===== config.mk =====
export PLATFORM = sky130hd
export DESIGN_NAME = wdog_svc_top
export DESIGN_NICKNAME = d
export VERILOG_FILES = /design/src/rtl/wdog_pkg.sv /design/src/rtl/wdog_cfg_reg.sv /design/src/rtl/wdog_svc_seq.sv /design/src/rtl/wdog_prescaler.sv /design/src/rtl/wdog_downcnt.sv /design/src/rtl/wdog_svc_top.sv
export SDC_FILE = /design/constraint.sdc
export NUM_CORES = 1
export LEC_CHECK = 0
export ABC_AREA = 0
export BUFFER_PORTS_ARGS = -buffer_cell sky130_fd_sc_hd__buf_4
export CAP_MARGIN = 20
export CORE_ASPECT_RATIO = 0.8
export CORE_MARGIN = 5
export CORE_UTILIZATION = 40
export DETAILED_ROUTE_END_ITERATION = 16
export GPL_ROUTABILITY_DRIVEN = 0
export GPL_TIMING_DRIVEN = 0
export HOLD_SLACK_MARGIN = 0.06
export PLACE_DENSITY = 0.65
export SKIP_LAST_GASP = 1
export SYNTH_ARGS = -nofsm -noshare
export SYNTH_HDL_FRONTEND = slang
export SYNTH_SLANG_ARGS = --single-unit
export TNS_END_PERCENT = 50

===== constraint.sdc =====
create_clock -name clk -period 4.6 [get_ports clk]
set_input_delay 0.23 -clock clk [delete_from_list [all_inputs] [get_ports clk]]
set_output_delay 0.23 -clock clk [all_outputs]
set_load 0.005 [all_outputs]

===== src/rtl/wdog_pkg.sv =====
package wdog_pkg;

  localparam int unsigned WD_CNT_W = 16;

  // Packed MSB first: routing at bit 18, prescale at 17, run at 16, timeout 15:0
  typedef struct packed {
    logic                route_rst;
    logic                pre_en;
    logic                run_en;
    logic [WD_CNT_W-1:0] tmo;
  } wd_cfg_t;

  localparam int unsigned WD_CFG_W = $bits(wd_cfg_t);

  function automatic wd_cfg_t f_cfg_default();
    wd_cfg_t c;
    c.route_rst = 1'b1;
    c.pre_en    = 1'b0;
    c.run_en    = 1'b1;
    c.tmo       = '1;
    return c;
  endfunction

  // Step enable for the down-counter
  function automatic logic f_tick(input logic run_en, input logic pre_en,
                                  input logic pre_pulse);
    return run_en && (!pre_en || pre_pulse);
  endfunction

  // Next counter value: reload dominates, zero is sticky
  function automatic logic [WD_CNT_W-1:0] f_next_count(
      input logic [WD_CNT_W-1:0] cur, input logic tick,
      input logic reload, input logic [WD_CNT_W-1:0] tmo);
    if (reload)                 return tmo;
    else if (tick && cur != '0) return cur - 1'b1;
    else                        return cur;
  endfunction

  // Expiry happens on the step from one to zero, unless reloaded
  function automatic logic f_expires(input logic [WD_CNT_W-1:0] cur,
                                     input logic tick, input logic reload);
    return !reload && tick && (cur == {{(WD_CNT_W-1){1'b0}}, 1'b1});
  endfunction

endpackage


===== src/rtl/wdog_cfg_reg.sv =====
module wdog_cfg_reg
  import wdog_pkg::*;
(
  input  logic    clk,
  input  logic    rst_n,
  input  logic    wr,
  input  wd_cfg_t wdata,
  output wd_cfg_t cfg_o,
  output logic    locked_o
);

  wd_cfg_t cfg_q;
  logic    locked_q;
  logic    accept;

  assign accept = wr && !locked_q;

  always_ff @(posedge clk or negedge rst_n) begin
    if (!rst_n) begin
      cfg_q    <= f_cfg_default();
      locked_q <= 1'b0;
    end else if (accept) begin
      cfg_q    <= wdata;
      locked_q <= 1'b1;
    end
  end

  assign cfg_o    = cfg_q;
  assign locked_o = locked_q;


  cfg_frozen_chk: assert property (@(posedge clk) disable iff (!rst_n)
    locked_q |=> $stable(cfg_q));


  cfg_lock_set_chk: assert property (@(posedge clk) disable iff (!rst_n)
    wr |=> locked_q);

endmodule


===== src/rtl/wdog_svc_seq.sv =====
module wdog_svc_seq #(
  parameter int unsigned KEY_W = 16,
  parameter logic [KEY_W-1:0] KEY_A = 16'h556C,
  parameter logic [KEY_W-1:0] KEY_B = 16'hAA39
) (
  input  logic             clk,
  input  logic             rst_n,
  input  logic             wr,
  input  logic [KEY_W-1:0] wdata,
  output logic             reload_o,
  output logic             armed_o
);

  logic armed_q;
  logic hit_a;
  logic hit_b;

  assign hit_a = wr && (wdata == KEY_A);
  assign hit_b = wr && (wdata == KEY_B);

  always_ff @(posedge clk or negedge rst_n) begin
    if (!rst_n)  armed_q <= 1'b0;
    else if (wr) armed_q <= hit_a;
  end

  assign reload_o = hit_b && armed_q;
  assign armed_o  = armed_q;


  svc_disarm_chk: assert property (@(posedge clk) disable iff (!rst_n)
    (wr && wdata != KEY_A) |=> !armed_q);


  svc_arm_chk: assert property (@(posedge clk) disable iff (!rst_n)
    (wr && wdata == KEY_A) |=> armed_q);


  svc_idle_hold_chk: assert property (@(posedge clk) disable iff (!rst_n)
    !wr |=> $stable(armed_q));

endmodule


===== src/rtl/wdog_prescaler.sv =====
module wdog_prescaler #(
  parameter int unsigned PRE_W = 11
) (
  input  logic clk,
  input  logic rst_n,
  input  logic clr,
  output logic pulse_o
);

  logic [PRE_W-1:0] pre_q;

  always_ff @(posedge clk or negedge rst_n) begin
    if (!rst_n)   pre_q <= '0;
    else if (clr) pre_q <= '0;
    else          pre_q <= pre_q + 1'b1;
  end

  assign pulse_o = &pre_q;


  pre_single_chk: assert property (@(posedge clk) disable iff (!rst_n)
    pulse_o |=> !pulse_o);


  pre_restart_chk: assert property (@(posedge clk) disable iff (!rst_n)
    clr |=> !pulse_o);

endmodule


===== src/rtl/wdog_downcnt.sv =====
module wdog_downcnt
  import wdog_pkg::*;
(
  input  logic                clk,
  input  logic                rst_n,
  input  logic                reload,
  input  logic [WD_CNT_W-1:0] tmo,
  input  logic                tick,
  output logic [WD_CNT_W-1:0] cnt_o,
  output logic                fire_o
);

  logic [WD_CNT_W-1:0] cnt_q;
  logic                fire_q;

  always_ff @(posedge clk or negedge rst_n) begin
    if (!rst_n) begin
      cnt_q  <= '1;
      fire_q <= 1'b0;
    end else begin
      cnt_q  <= f_next_count(cnt_q, tick, reload, tmo);
      fire_q <= f_expires(cnt_q, tick, reload);
    end
  end

  assign cnt_o  = cnt_q;
  assign fire_o = fire_q;


  fire_at_zero_chk: assert property (@(posedge clk) disable iff (!rst_n)
    fire_q |-> cnt_q == '0);


  fire_single_chk: assert property (@(posedge clk) disable iff (!rst_n)
    fire_q |=> !fire_q);


  reload_value_chk: assert property (@(posedge clk) disable iff (!rst_n)
    reload |=> cnt_q == $past(tmo));


  reload_no_fire_chk: assert property (@(posedge clk) disable iff (!rst_n)
    reload |=> !fire_q);


  zero_sticky_chk: assert property (@(posedge clk) disable iff (!rst_n)
    (cnt_q == '0 && !reload) |=> cnt_q == '0);


  hold_no_tick_chk: assert property (@(posedge clk) disable iff (!rst_n)
    (!reload && !tick) |=> $stable(cnt_q));

endmodule


===== src/rtl/wdog_svc_top.sv =====
module wdog_svc_top
  import wdog_pkg::*;
#(
  parameter int unsigned PRE_W = 11,
  parameter logic [WD_CNT_W-1:0] KEY_A = 16'h556C,
  parameter logic [WD_CNT_W-1:0] KEY_B = 16'hAA39
) (
  input  logic                clk,
  input  logic                rst_n,
  input  logic                cfg_wr,
  input  logic [WD_CFG_W-1:0] cfg_wdata,
  input  logic                svc_wr,
  input  logic [WD_CNT_W-1:0] svc_wdata,
  output logic                rst_req_o,
  output logic                mcp_req_o,
  output logic [WD_CNT_W-1:0] count_o,
  output logic                expired_o,
  output logic                cfg_locked_o,
  output logic                svc_armed_o
);

  wd_cfg_t cfg;
  logic    svc_reload;
  logic    pre_pulse;
  logic    step_en;
  logic    fire;

  wdog_cfg_reg u_cfg (
    .clk      (clk),
    .rst_n    (rst_n),
    .wr       (cfg_wr),
    .wdata    (wd_cfg_t'(cfg_wdata)),
    .cfg_o    (cfg),
    .locked_o (cfg_locked_o)
  );

  wdog_svc_seq #(
    .KEY_W (WD_CNT_W),
    .KEY_A (KEY_A),
    .KEY_B (KEY_B)
  ) u_svc (
    .clk      (clk),
    .rst_n    (rst_n),
    .wr       (svc_wr),
    .wdata    (svc_wdata),
    .reload_o (svc_reload),
    .armed_o  (svc_armed_o)
  );

  wdog_prescaler #(
    .PRE_W (PRE_W)
  ) u_pre (
    .clk     (clk),
    .rst_n   (rst_n),
    .clr     (svc_reload),
    .pulse_o (pre_pulse)
  );

  assign step_en = f_tick(cfg.run_en, cfg.pre_en, pre_pulse);

  wdog_downcnt u_cnt (
    .clk    (clk),
    .rst_n  (rst_n),
    .reload (svc_reload),
    .tmo    (cfg.tmo),
    .tick   (step_en),
    .cnt_o  (count_o),
    .fire_o (fire)
  );

  assign rst_req_o = fire &&  cfg.route_rst;
  assign mcp_req_o = fire && !cfg.route_rst;
  assign expired_o = (count_o == '0);


  route_exclusive_chk: assert property (@(posedge clk) disable iff (!rst_n)
    !(rst_req_o && mcp_req_o));


  run_off_hold_chk: assert property (@(posedge clk) disable iff (!rst_n)
    (!cfg.run_en && !svc_reload) |=> $stable(count_o));


  step_one_chk: assert property (@(posedge clk) disable iff (!rst_n)
    (cfg.run_en && !cfg.pre_en && !svc_reload && count_o != '0)
      |=> count_o == $past(count_o) - 1'b1);


  cfg_no_reload_chk: assert property (@(posedge clk) disable iff (!rst_n)
    (cfg_wr && !svc_reload && !cfg.run_en) |=> $stable(count_o));

endmodule


## Word level (Yosys, flattened, before mapping)

Index checks and enable logic that the tools add are counted.

- Word-level logic and storage cells: 36
- Bits in registers: 49
- Output and inout bits: 21

- Add/subtract/negate cells: 2
- Equality and inequality tests: 3
- Multiplexer cells: 3
- Reductions and logical operators: 19

Operators with widths:

| operator | count |
|---|---|
| 16-bit 2-to-1 mux | 2 |
| 16-bit by 1-bit equality test with 1-bit output, second input constant | 1 |
| 16-bit by 15-bit equality test with 1-bit output, second input constant | 1 |
| 16-bit equality test, second input constant | 1 |
| 16-bit zero test | 1 |
| 16-bit nonzero test | 1 |
| 16-bit by 1-bit subtractor with 16-bit output, second input constant | 1 |
| 11-bit by 1-bit adder with 11-bit output, second input constant | 1 |
| 11-bit 2-to-1 mux | 1 |
| 11-bit AND reduction | 1 |
| 1-bit logical AND | 10 |
| 1-bit zero test | 4 |
| 2-bit nonzero test | 1 |
| 1-bit logical OR | 1 |

## Depth between registers and ports, before layout

Gate-level depths: netlist of run 1.

- Depth after elaboration: 6
- Mapped depth: 8

## Hierarchy

Synthesis of run 1 repeated with hierarchy kept, for this count alone.

- Cells, all modules: 239
- Area, all modules: 2645.0 µm²

Modules (own cells, without submodules):

| module | cells each | instances | area each (µm²) |
|---|---|---|---|
| wdog_downcnt | 122 | 1 | 1112.3 |
| wdog_cfg_reg | 43 | 1 | 825.8 |
| wdog_prescaler | 51 | 1 | 526.8 |
| wdog_svc_seq | 14 | 1 | 122.6 |
| wdog_svc_top | 9 | 1 | 57.6 |

## Least setup slack after synthesis of run 1

No wires, ideal clock.

- Kind: register to register
- Start point: register u_cnt.cnt_q[4], in the netlist u_cnt.cnt_o[4]
- End point: register u_cnt.cnt_q[12], in the netlist u_cnt.cnt_o[12]
- Data required time: 4523 ps
- Arrival time: 2294 ps
- Stages on the path, launching flop included: 8
- Library setup time: 77 ps
- Buffers on the path: 3
- Slack: 2229 ps
- Path through: dfstp_2 -> or4_1 -> clkbuf_2 -> or4_1 -> buf_2 -> buf_6 -> or4_1 -> a31oi_1

- Longest elaborated chain between the ends: 3

RTL lines:

| element | RTL line | text |
|---|---|---|
| from (decl) | wdog_downcnt.sv:13 | `logic [WD_CNT_W-1:0] cnt_q;` |
| from (signal assigned) | wdog_downcnt.sv:21 | `cnt_q <= f_next_count(cnt_q, tick, reload, tmo);` |
| 16-bit by 1-bit subtractor with 16-bit output / 16-bit nonzero test (equally long branches) | wdog_pkg.sv:35 | `else if (tick && cur != '0) return cur - 1'b1;` |
| 16-bit 2-to-1 mux / 1-bit logical AND (equally long branches) | wdog_pkg.sv:35 |  |
| 16-bit 2-to-1 mux / 2-bit nonzero test (equally long branches) | - |  |

Several ways; a longest one is shown, not always the timed one. The select of a mux whose other input is x is not followed.
A chain may end at the register's enable or synchronous reset.

## Worst setup path after layout of run 1

- Start point: register u_cnt.cnt_q[4], in the netlist u_cnt.cnt_o[4]
- End point: output expired_o

- Longest elaborated chain between the ends: 1

RTL lines:

| element | RTL line | text |
|---|---|---|
| 16-bit zero test | wdog_svc_top.sv:73 | `assign expired_o = (count_o == '0);` |
| to (decl) | wdog_svc_top.sv:17 | `output logic expired_o,` |

No other way between the ends.

==> results.cfg, run 1 <==
[sta]
hold_viol_final = 0
finClkSkew_ns = 0.009375
finalMaxSlewViolations = 0
tightest_slew_ns = 0.9377
timing.fmax_mhz = 364.5
setup_viol = 0
period_minus_slack_ns = 2.744
max_slew_margin_pct = 36.91
rsz0062_at_grt = false
fin_crit_sh_pct = 59.64
fin_tns_setup_ns = 0

[drt]
antenna_left = 0
avgViaCountPerCell = 5.155
initialDrtViolationCount = 47
drc = 0
routed_wirelength_um = 5377
num_vias = 1928
routedWlPerCell_um = 14.38
dr.pass1.iters = 4

[cts]
h-tree-depth = 2
post_cts_resized = 0
cts.clk_slew.worst_paths_ns = 0.09
clk_latency_ns = 0.30
clock-sinks = 49
numCtsBuffers = 5
root_buffer = clkbuf_8
clock_path_buffers = 2
cts_tree = done

[min_path]
hold_class = primary input to flip-flop

[placed_design]
detailedPlacementHpwl_um = 4046
io_buffers = 59

[global_routing]
antenna_found_initial = 0
grt_max_degree = 50
grt_pass1_wl_um = 9045
grt_pass1_vias = 1882
overflow = 0
gr-usage-all-layers_pct = 14.33

[layout]
nets = 334
diodes = 0
seq_area_mm2 = 0.001269
fillers = 565
areaGrowthSynthToFinish_pct = 26.53
drive_gt1_share_pct = 44.03
finish.utilization_pct = 52.61
multi_input_area_mm2 = 0.001140

[run]
drv_cap = 0

[synth]
synth-async-reset-ratio_pct = 100.0
synthCells = 225
ys_seq_elements = 49
seq_area_frac_synth_pct = 51.34
ys_types = 48
syn_area_per_cell_um2 = 10.98
ys.warnings.count = 0
synth_edf_count = 0
synth_top_flop_cell = dfstp_2
syn_area_mm2 = 0.002471
synth_nets = 267

[worst_setup_path]
path_delay_family = simple AND/OR/NAND/NOR gates
cp-end-kind = primary output
crit_buf_inv = 4
cp.arrival_ns = 2.51
cpMostUsedCell = or4_1
startpoint_type = flip-flop
worstPathRequired_ns = 4.37
max_stage_delay_ns = 0.53
cp_cell_sequence = or4_1 -> clkbuf_2 -> or4_1 -> buf_2 -> buf_6 -> nor3_1 -> buf_4
slowest_stage = or4_1
crit_fanout = 10
setup.worst_path.class = flip-flop to primary output

[floorplanning]
coreArea_mm2 = 0.005943
dieArea_mm2 = 0.007859
io_pins = 60
num_rows = 25
start_util_pct = 41.58
die_w_um = 97.88
fp.dieH_um = 80.30

[power_and_ir_drop]
vdd_drop_max_v = 0.0001557
p_leak_nw = 1.263
pwr_density_cell_mw_per_mm2 = 327.6

[status]
status = finished, final reports clean
## worst paths after layout
check	from	end	slack [ns]	cells past startpoint
worst max-delay path	u_cnt.cnt_o[4]	expired_o	1.86	7
worst min-delay path	cfg_wr	u_cfg.locked_o	0.13	2
worst max register to register	u_cnt.cnt_o[4]	u_cnt.cnt_o[14]	2.02	7
worst min register to register	u_cfg.cfg_o[0]	u_cnt.cnt_o[0]	0.46	2
max in group asynchronous	rst_n	u_cfg.cfg_o[17]	3.72	2
min in group asynchronous	rst_n	u_cfg.locked_o	0.48	2
## report_power, final
part / leakage, nW / internal [mW] / switching (mW)
registers: 0.539 / 0.508 / 0.0416
clock network: 0.0542 / 0.136 / 0.140
logic: 0.669 / 0.107 / 0.0923
total: 1.26 / 0.750 / 0.274
## per-layer routing
layer	routed length, um	vias to the layer above	global-route usage [%]	part of all wire, %
li1	-	957	-	-
met1	2712	920	20.05	50
met2	2342	49	21.60	44
met3	281	2	4.340	5.2
met4	41	0	3.734	0.76
met5	0	-	0	0
## per-stage QoR
step                      hold WS [ns]  std cells  worst slack [ns]  power, mW  cell area [um^2]
after floorplan               -0.06559        225             2.229     0.6502              2471
after global placement          0.2836        365             2.066     0.7501              3015
after detailed placement        0.2833        365             2.032     0.7579              3015
after CTS                       0.1210        374             1.841      1.037              3127
after global routing            0.1157        374             1.751      1.077              3127
final                           0.1253        374             1.856      1.024              3127
## final cells by class
type,count,share of cell area (%)
sequential,49,40.58
multi-input combinational,162,36.45
timing repair buffer,60,14.49
tap,81,3.241
clock buffer,7,3.081
buffer,9,1.401
inverter,5,0.6002
clock inverter,1,0.1601
## synth_stat cells, types with 6 or more instances
library cell,count,share of area (%)
clkbuf_1,6,0.91
dfrtp_1,15,15
dfstp_2,34,36
mux2_2,19,8.7
nand2_1,15,2.3
nand3_1,7,1.4
nor2_1,22,3.3
nor3_1,8,1.6
o21ai_0,9,1.8
xor2_1,13,4.6
## state kept, by name, summed over array words and instances, names as in the netlist
name,cells
u_pre.pre_q,11
u_cfg.locked_o,1
u_svc.armed_o,1
u_cnt.cnt_o,16
u_cfg.cfg_o,19
u_cnt.fire_o,1
## cells by family (layout without fill, tap and decap cells)
family	Yosys count	in the layout	share of synthesized area, %
buffers and inverters	14	82	2.531
xor gates and xnor gates	17	17	6.025
AOI/OAI and AO/OA	34	34	10.08
and+or+nand+nor	89	89	19.85
DFF	49	49	51.34
adders and majority gates	3	3	1.519
muxes	19	19	8.658
## what timing repair did
item	4_1_cts	5_1_grt
buffers inserted	0	0
hold buffers	1	0
endpoints found under the hold margin	15	0
## cell usage in the layout, fill, tap and decap left out, types with 4 or more instances in the layout
| cell | count |
|---|---|
| mux2_2 | 19 |
| xor2_1 | 13 |
| dfrtp_1 | 15 |
| nand2_1 | 15 |
| xnor2_1 | 4 |
| nor2_1 | 22 |
| nand3_1 | 7 |
| a31oi_1 | 5 |
| dfstp_2 | 34 |
| o2111ai_1 | 4 |
| inv_1 | 5 |
| or4_1 | 4 |
| buf_4 | 59 |
| clkbuf_1 | 6 |
| o21ai_0 | 9 |
| and2_1 | 5 |
| nor3_1 | 8 |
| nand4_1 | 5 |
| clkbuf_8 | 7 |
No activity file was read; power rests on OpenSTA's default activity.
==> inputs of run 2 (changes only) <==
==> constraint.sdc (replaced) <==
create_clock -name clk -period 2.7 [get_ports clk]
set_input_delay 0.135 -clock clk [delete_from_list [all_inputs] [get_ports clk]]
set_output_delay 0.135 -clock clk [all_outputs]
set_load 0.005 [all_outputs]
==> run 2 against run 1 <==
  * Final cell count rose by 4.5%
  * Clock power rose by 69%
  * Die area did not move
  * Critical path type is now flip-flop to flip-flop
  * Critical endpoint is now u_cnt.cnt_o[2]
  * Largest cell class unchanged
==> results.cfg, run 2 (synthesis results as in run 1) <==
[global_routing]
grt_max_degree = 50
grt_pass1_vias = 1934
met2_usage_pct = 22.69
grt_pass1_wl_um = 9239
antenna_found_initial = 0
overflow = 0
grt_util_met3_pct = 4.340
gr-usage-met1_pct = 20.00
gr-usage-all-layers_pct = 14.62
busiest_layer = met2

[power_and_ir_drop]
pwr-share-seq_pct = 53.1
vdd_drop_max_v = 0.0002757
p_leak_nw = 1.334
clock_power_share_pct = 26.5
p_int_mw = 1.294
pwr_density_cell_mw_per_mm2 = 533.9
p_sw_share_pct = 26.57
p_total_mw = 1.763
netSwitchingPower_mw = 0.4684
pwr-share-comb_pct = 20.4

[cts]
cts_tree = done
clock_path_buffers = 2
h-tree-depth = 2
cts_setup_buffers = 0
clk_latency_ns = 0.30
clock-sinks = 49
cts.clk_slew.worst_paths_ns = 0.09
root_buffer = clkbuf_8
numCtsBuffers = 5

[worst_setup_path]
startpoint_type = flip-flop
crit_fanout = 8
reg2reg_depth = 7
cp.arrival_ns = 2.83
cp-end-kind = flip-flop
setup.worst_path.class = flip-flop to flip-flop
reg2reg_from = u_cnt.cnt_o[4]
rr_endpoint = u_cnt.cnt_o[2]
worstPathRequired_ns = 2.91
r2r_setup_slack_ns = 0.08

[sta]
fin_crit_sh_pct = 97.03
finalMaxSlewViolations = 0
rsz0062_at_grt = true
finClkSkew_ns = 0.009422
holdWs_ns = 0.06591
setup_viol = 0
timing.fmax_mhz = 381.7
max_slew_margin_pct = 36.80
hold_viol_final = 0
period_minus_slack_ns = 2.620
tightest_slew_ns = 0.9394

[layout]
nets = 351
largest_register_ffs = 19
areaGrowthSynthToFinish_pct = 33.62
final_cell_mix = buf_4, dfstp_2, nor2_1, mux2_2, dlygate4sd3_1
design_area_mm2 = 0.003302
diodes = 0
drive_gt1_share_pct = 41.94
layout_commonest_cell = buf_4

[min_path]
hold_depth = 2
worstHoldEndpoint = u_cfg.cfg_o[12]
hold_start = cfg_wdata[12]
hold_class = primary input to flip-flop

[placed_design]
io_buffers = 59
placed_area_mm2 = 0.003015
detailedPlacementHpwl_um = 4046

[floorplanning]
die_w_um = 97.88
num_rows = 25
fp.dieH_um = 80.30
coreArea_mm2 = 0.005943
io_pins = 60
start_util_pct = 41.58
dieArea_mm2 = 0.007859

[drt]
routedWlPerCell_um = 14.18
antenna_left = 0
routed_wirelength_um = 5543
initialDrtViolationCount = 49
dr.pass1.iters = 4
avgViaCountPerCell = 5.097
num_vias = 1993
drc = 0

[run]
drv_cap = 0

[status]
status = finished, final reports clean
## run 2: cell type report
type / instances / area (um^2)
flip-flops and latches: 49 / 1269
multi-input cells: 162 / 1145
plain buffers: 9 / 43.79
repair buffers: 77 / 623.1
well taps: 81 / 101.3
clock buffers: 7 / 96.34
clock inverters: 1 / 5.005
fillers: 549 / 2641
inverters: 5 / 18.77
## run 2: worst max-delay path, cell delays in order, from the launching register on
cell      delay [ns]
dfstp_2         0.40
or4_1           0.54
clkbuf_2        0.18
or4_1           0.40
buf_2           0.16
o311ai_0        0.52
xor2_1          0.13
o21ai_0         0.21
## run 2: worst max path at each step
stage                        start         endpoint  slack (ns)  depth (start not counted)
detailed placement  u_cnt.cnt_o[4]  u_cnt.cnt_o[14]        0.13                          7
global placement    u_cnt.cnt_o[4]  u_cnt.cnt_o[14]        0.17                          7
finish              u_cnt.cnt_o[4]   u_cnt.cnt_o[2]        0.08                          7
CTS                 u_cnt.cnt_o[4]        expired_o        0.04                          7
global route        u_cnt.cnt_o[4]  u_cnt.cnt_o[14]       -0.05                          7
floorplan           u_cnt.cnt_o[4]  u_cnt.cnt_o[12]        0.33                          7
## run 2: what timing repair did
action | 4_1_cts | 5_1_grt
hold buffers | 12 | 6
setup endpoints to repair | 0 | 2
hold endpoints to repair | 26 | 6
gates resized for setup | 0 | 1
## run 2: layer usage
metal  vias up  routed length [um]
met5         -                   0
met4         0                  50
met3         4                 242
met2        49                2497
met1       949                2753
li1        991                   -
## run 2: metrics by stage
step | instances | TNS, ns | setup slack [ns] | util (%)
6_report | 391 | 0 | 0.08029 | 55.56
5_1_grt | 391 | -0.05087 | -0.05087 | 55.56
4_1_cts | 385 | 0 | 0.03599 | 54.46
3_5_place_dp | 365 | 0 | 0.1317 | 50.74
3_3_place_gp | 365 | 0 | 0.1657 | 50.74
2_1_floorplan | 225 | 0 | 0.3285 | -
## run 2: power by group through the flow
| stage | Combinational, mW | Clock, mW | Sequential, mW |
|---|---|---|---|
| after floorplan | 0.172 | 0 | 0.936 |
| after global placement | 0.331 | 0 | 0.947 |
| after detailed placement | 0.342 | 0 | 0.949 |
| after CTS | 0.357 | 0.485 | 0.937 |
| after global routing | 0.394 | 0.513 | 0.950 |
| final | 0.360 | 0.467 | 0.936 |
==> inputs of run 3 (changes only) <==
--- a/config.mk
+++ b/config.mk
@@ -5,7 +5,6 @@
 export SDC_FILE = /design/constraint.sdc
 export NUM_CORES = 1
 export LEC_CHECK = 0
-export ABC_AREA = 0
 export BUFFER_PORTS_ARGS = -buffer_cell sky130_fd_sc_hd__buf_4
 export CAP_MARGIN = 20
 export CORE_ASPECT_RATIO = 0.8
@@ -15,7 +14,7 @@
 export GPL_ROUTABILITY_DRIVEN = 0
 export GPL_TIMING_DRIVEN = 0
 export HOLD_SLACK_MARGIN = 0.06
-export PLACE_DENSITY = 0.65
+export PLACE_DENSITY = 0.64
 export SKIP_LAST_GASP = 1
 export SYNTH_ARGS = -nofsm -noshare
 export SYNTH_HDL_FRONTEND = slang
==> run 3 against run 2 <==
  * Combinational power decreased by 2%
  * Die area unchanged
  * Power rose by 2.3%
  * Clock-buffer cell count is the same
  * Sequential share of layout area shrank 0.49 points
  * Critical path depth did not move
  * First-iteration DRC count is 100% higher
  * Sequential cell count unchanged
  * Sequential power about the same
  * Wire length grew 1.2%
  * Largest power group unchanged
==> results.cfg, run 3 (synthesis results as in run 1) <==
[layout]
diodes = 0
fillers = 560
final_cell_mix = buf_4, dfstp_2, nor2_1, dlygate4sd3_1, mux2_2
nets = 354
largest_register_ffs = 19
drive_gt1_share_pct = 41.53
layout_commonest_cell = buf_4
stdcell_count = 394
areaGrowthSynthToFinish_pct = 35.34

[min_path]
hold_depth = 2
hold_class = primary input to flip-flop
hold_start = cfg_wdata[4]
worstHoldEndpoint = u_cfg.cfg_o[4]

[cts]
cts.clk_slew.worst_paths_ns = 0.09
numCtsBuffers = 5
clk_latency_ns = 0.30
cts_tree = done
clock-sinks = 49
clock_path_buffers = 2
h-tree-depth = 2
root_buffer = clkbuf_8
cts_setup_buffers = 0

[floorplanning]
fp.dieH_um = 80.30
io_pins = 60
start_util_pct = 41.58
die_w_um = 97.88
num_rows = 25
dieArea_mm2 = 0.007859
coreArea_mm2 = 0.005943

[global_routing]
gr-usage-all-layers_pct = 15.40
grt_max_degree = 50
grt_pass1_vias = 2002
grt_pass1_wl_um = 9756
overflow = 0
antenna_found_initial = 0

[placed_design]
io_buffers = 59
dpl.cell_count = 365
detailedPlacementHpwl_um = 4068

[worst_setup_path]
cp-end-kind = primary output
worstPathRequired_ns = 2.57
reg2reg_depth = 7
cpMostUsedCell = or4_1
path_delay_family = simple AND/OR/NAND/NOR gates
slowest_stage = or4_1
crit_buf_inv = 4
cp.arrival_ns = 2.42
r2r_setup_slack_ns = 0.16
cp_cell_sequence = or4_1 -> clkbuf_2 -> or4_1 -> buf_2 -> buf_6 -> nor3_2 -> buf_4
reg2reg_from = u_cnt.cnt_o[4]
max_stage_delay_ns = 0.52
crit_fanout = 10
rr_endpoint = u_cnt.cnt_o[14]
setup.worst_path.class = flip-flop to primary output
startpoint_type = flip-flop

[power_and_ir_drop]
p_total_mw = 1.802
pwr_density_cell_mw_per_mm2 = 538.9
vdd_drop_max_v = 0.0002272
p_leak_nw = 1.352

[drt]
antenna_left = 0
initialDrtViolationCount = 99
drc = 0
avgViaCountPerCell = 5.109
dr.pass1.iters = 4
routedWlPerCell_um = 14.23
routed_wirelength_um = 5608
num_vias = 2013

[sta]
rsz0062_at_grt = true
finalMaxSlewViolations = 0
tightest_slew_ns = 0.7221
period_minus_slack_ns = 2.555
fin_crit_sh_pct = 94.63
max_slew_margin_pct = 51.42
hold_viol_final = 0
setup_viol = 0
timing.fmax_mhz = 391.4
finClkSkew_ns = 0.005593

[status]
status = finished, final reports clean

[run]
drv_cap = 0
[run 3: cell types whose count changed in the layout (fill, tap and decap cells not counted)]
cell / previous run / this run
clkbuf_16: 0 / 1
clkbuf_8: 7 / 6
clkinv_2: 1 / 0
dlygate4sd3_1: 18 / 21
inv_4: 0 / 1
[run 3: metal layers]
metal / part of all wire (%) / track usage, %
met4: 1.3 / 5.809
met5: 0 / 0
met3: 5.7 / 3.733
met1: 50 / 21.44
met2: 43 / 23.17
[run 3: cell type report]
cell class	count	area, um^2	area share, %
buffer	9	43.79	1.309
inverter	5	18.77	0.5612
clock buffer	7	107.6	3.217
timing repair buffer	80	653.1	19.53
multi-input combinational	162	1145	34.23
clock inverter	1	6.256	0.1871
tap	81	101.3	3.030
sequential	49	1269	37.93
[run 3: report_power, final]
group | switching, mW | leakage, nW | internal [mW]
sequential | 0.0716 | 0.539 | 0.865
combinational | 0.155 | 0.753 | 0.199
clock | 0.247 | 0.0599 | 0.265
[run 3: worst max path at each step]
stage / startpoint / end / slack [ns] / cells after the start
floorplan: u_cnt.cnt_o[4] / u_cnt.cnt_o[12] / 0.33 / 7
global placement: u_cnt.cnt_o[4] / u_cnt.cnt_o[14] / 0.19 / 7
detailed placement: u_cnt.cnt_o[4] / u_cnt.cnt_o[14] / 0.17 / 7
CTS: u_cnt.cnt_o[4] / expired_o / 0.04 / 7
global route: u_cnt.cnt_o[4] / u_cnt.cnt_o[8] / -0.02 / 7
finish: u_cnt.cnt_o[4] / expired_o / 0.14 / 7
[run 3: timing repair]
item                                    in CTS  in global routing
hold endpoints to repair                    33                  2
gates resized for setup                      0                  1
hold buffers                                19                  2
endpoints found under the setup margin       0                  2
[run 3: through the flow]
step | hold slack (ns) | worst slack [ns] | area [um^2] | TNS [ns] | util (%)
floorplan | -0.1606 | 0.3285 | 2471 | 0 | -
global placement | 0.1919 | 0.1934 | 3015 | 0 | 50.74
detailed placement | 0.1919 | 0.1705 | 3015 | 0 | 50.74
CTS | 0.06237 | 0.03913 | 3319 | 0 | 55.85
global route | 0.06004 | -0.02362 | 3344 | -0.02362 | 56.27
finish | 0.07020 | 0.1449 | 3344 | 0 | 56.27
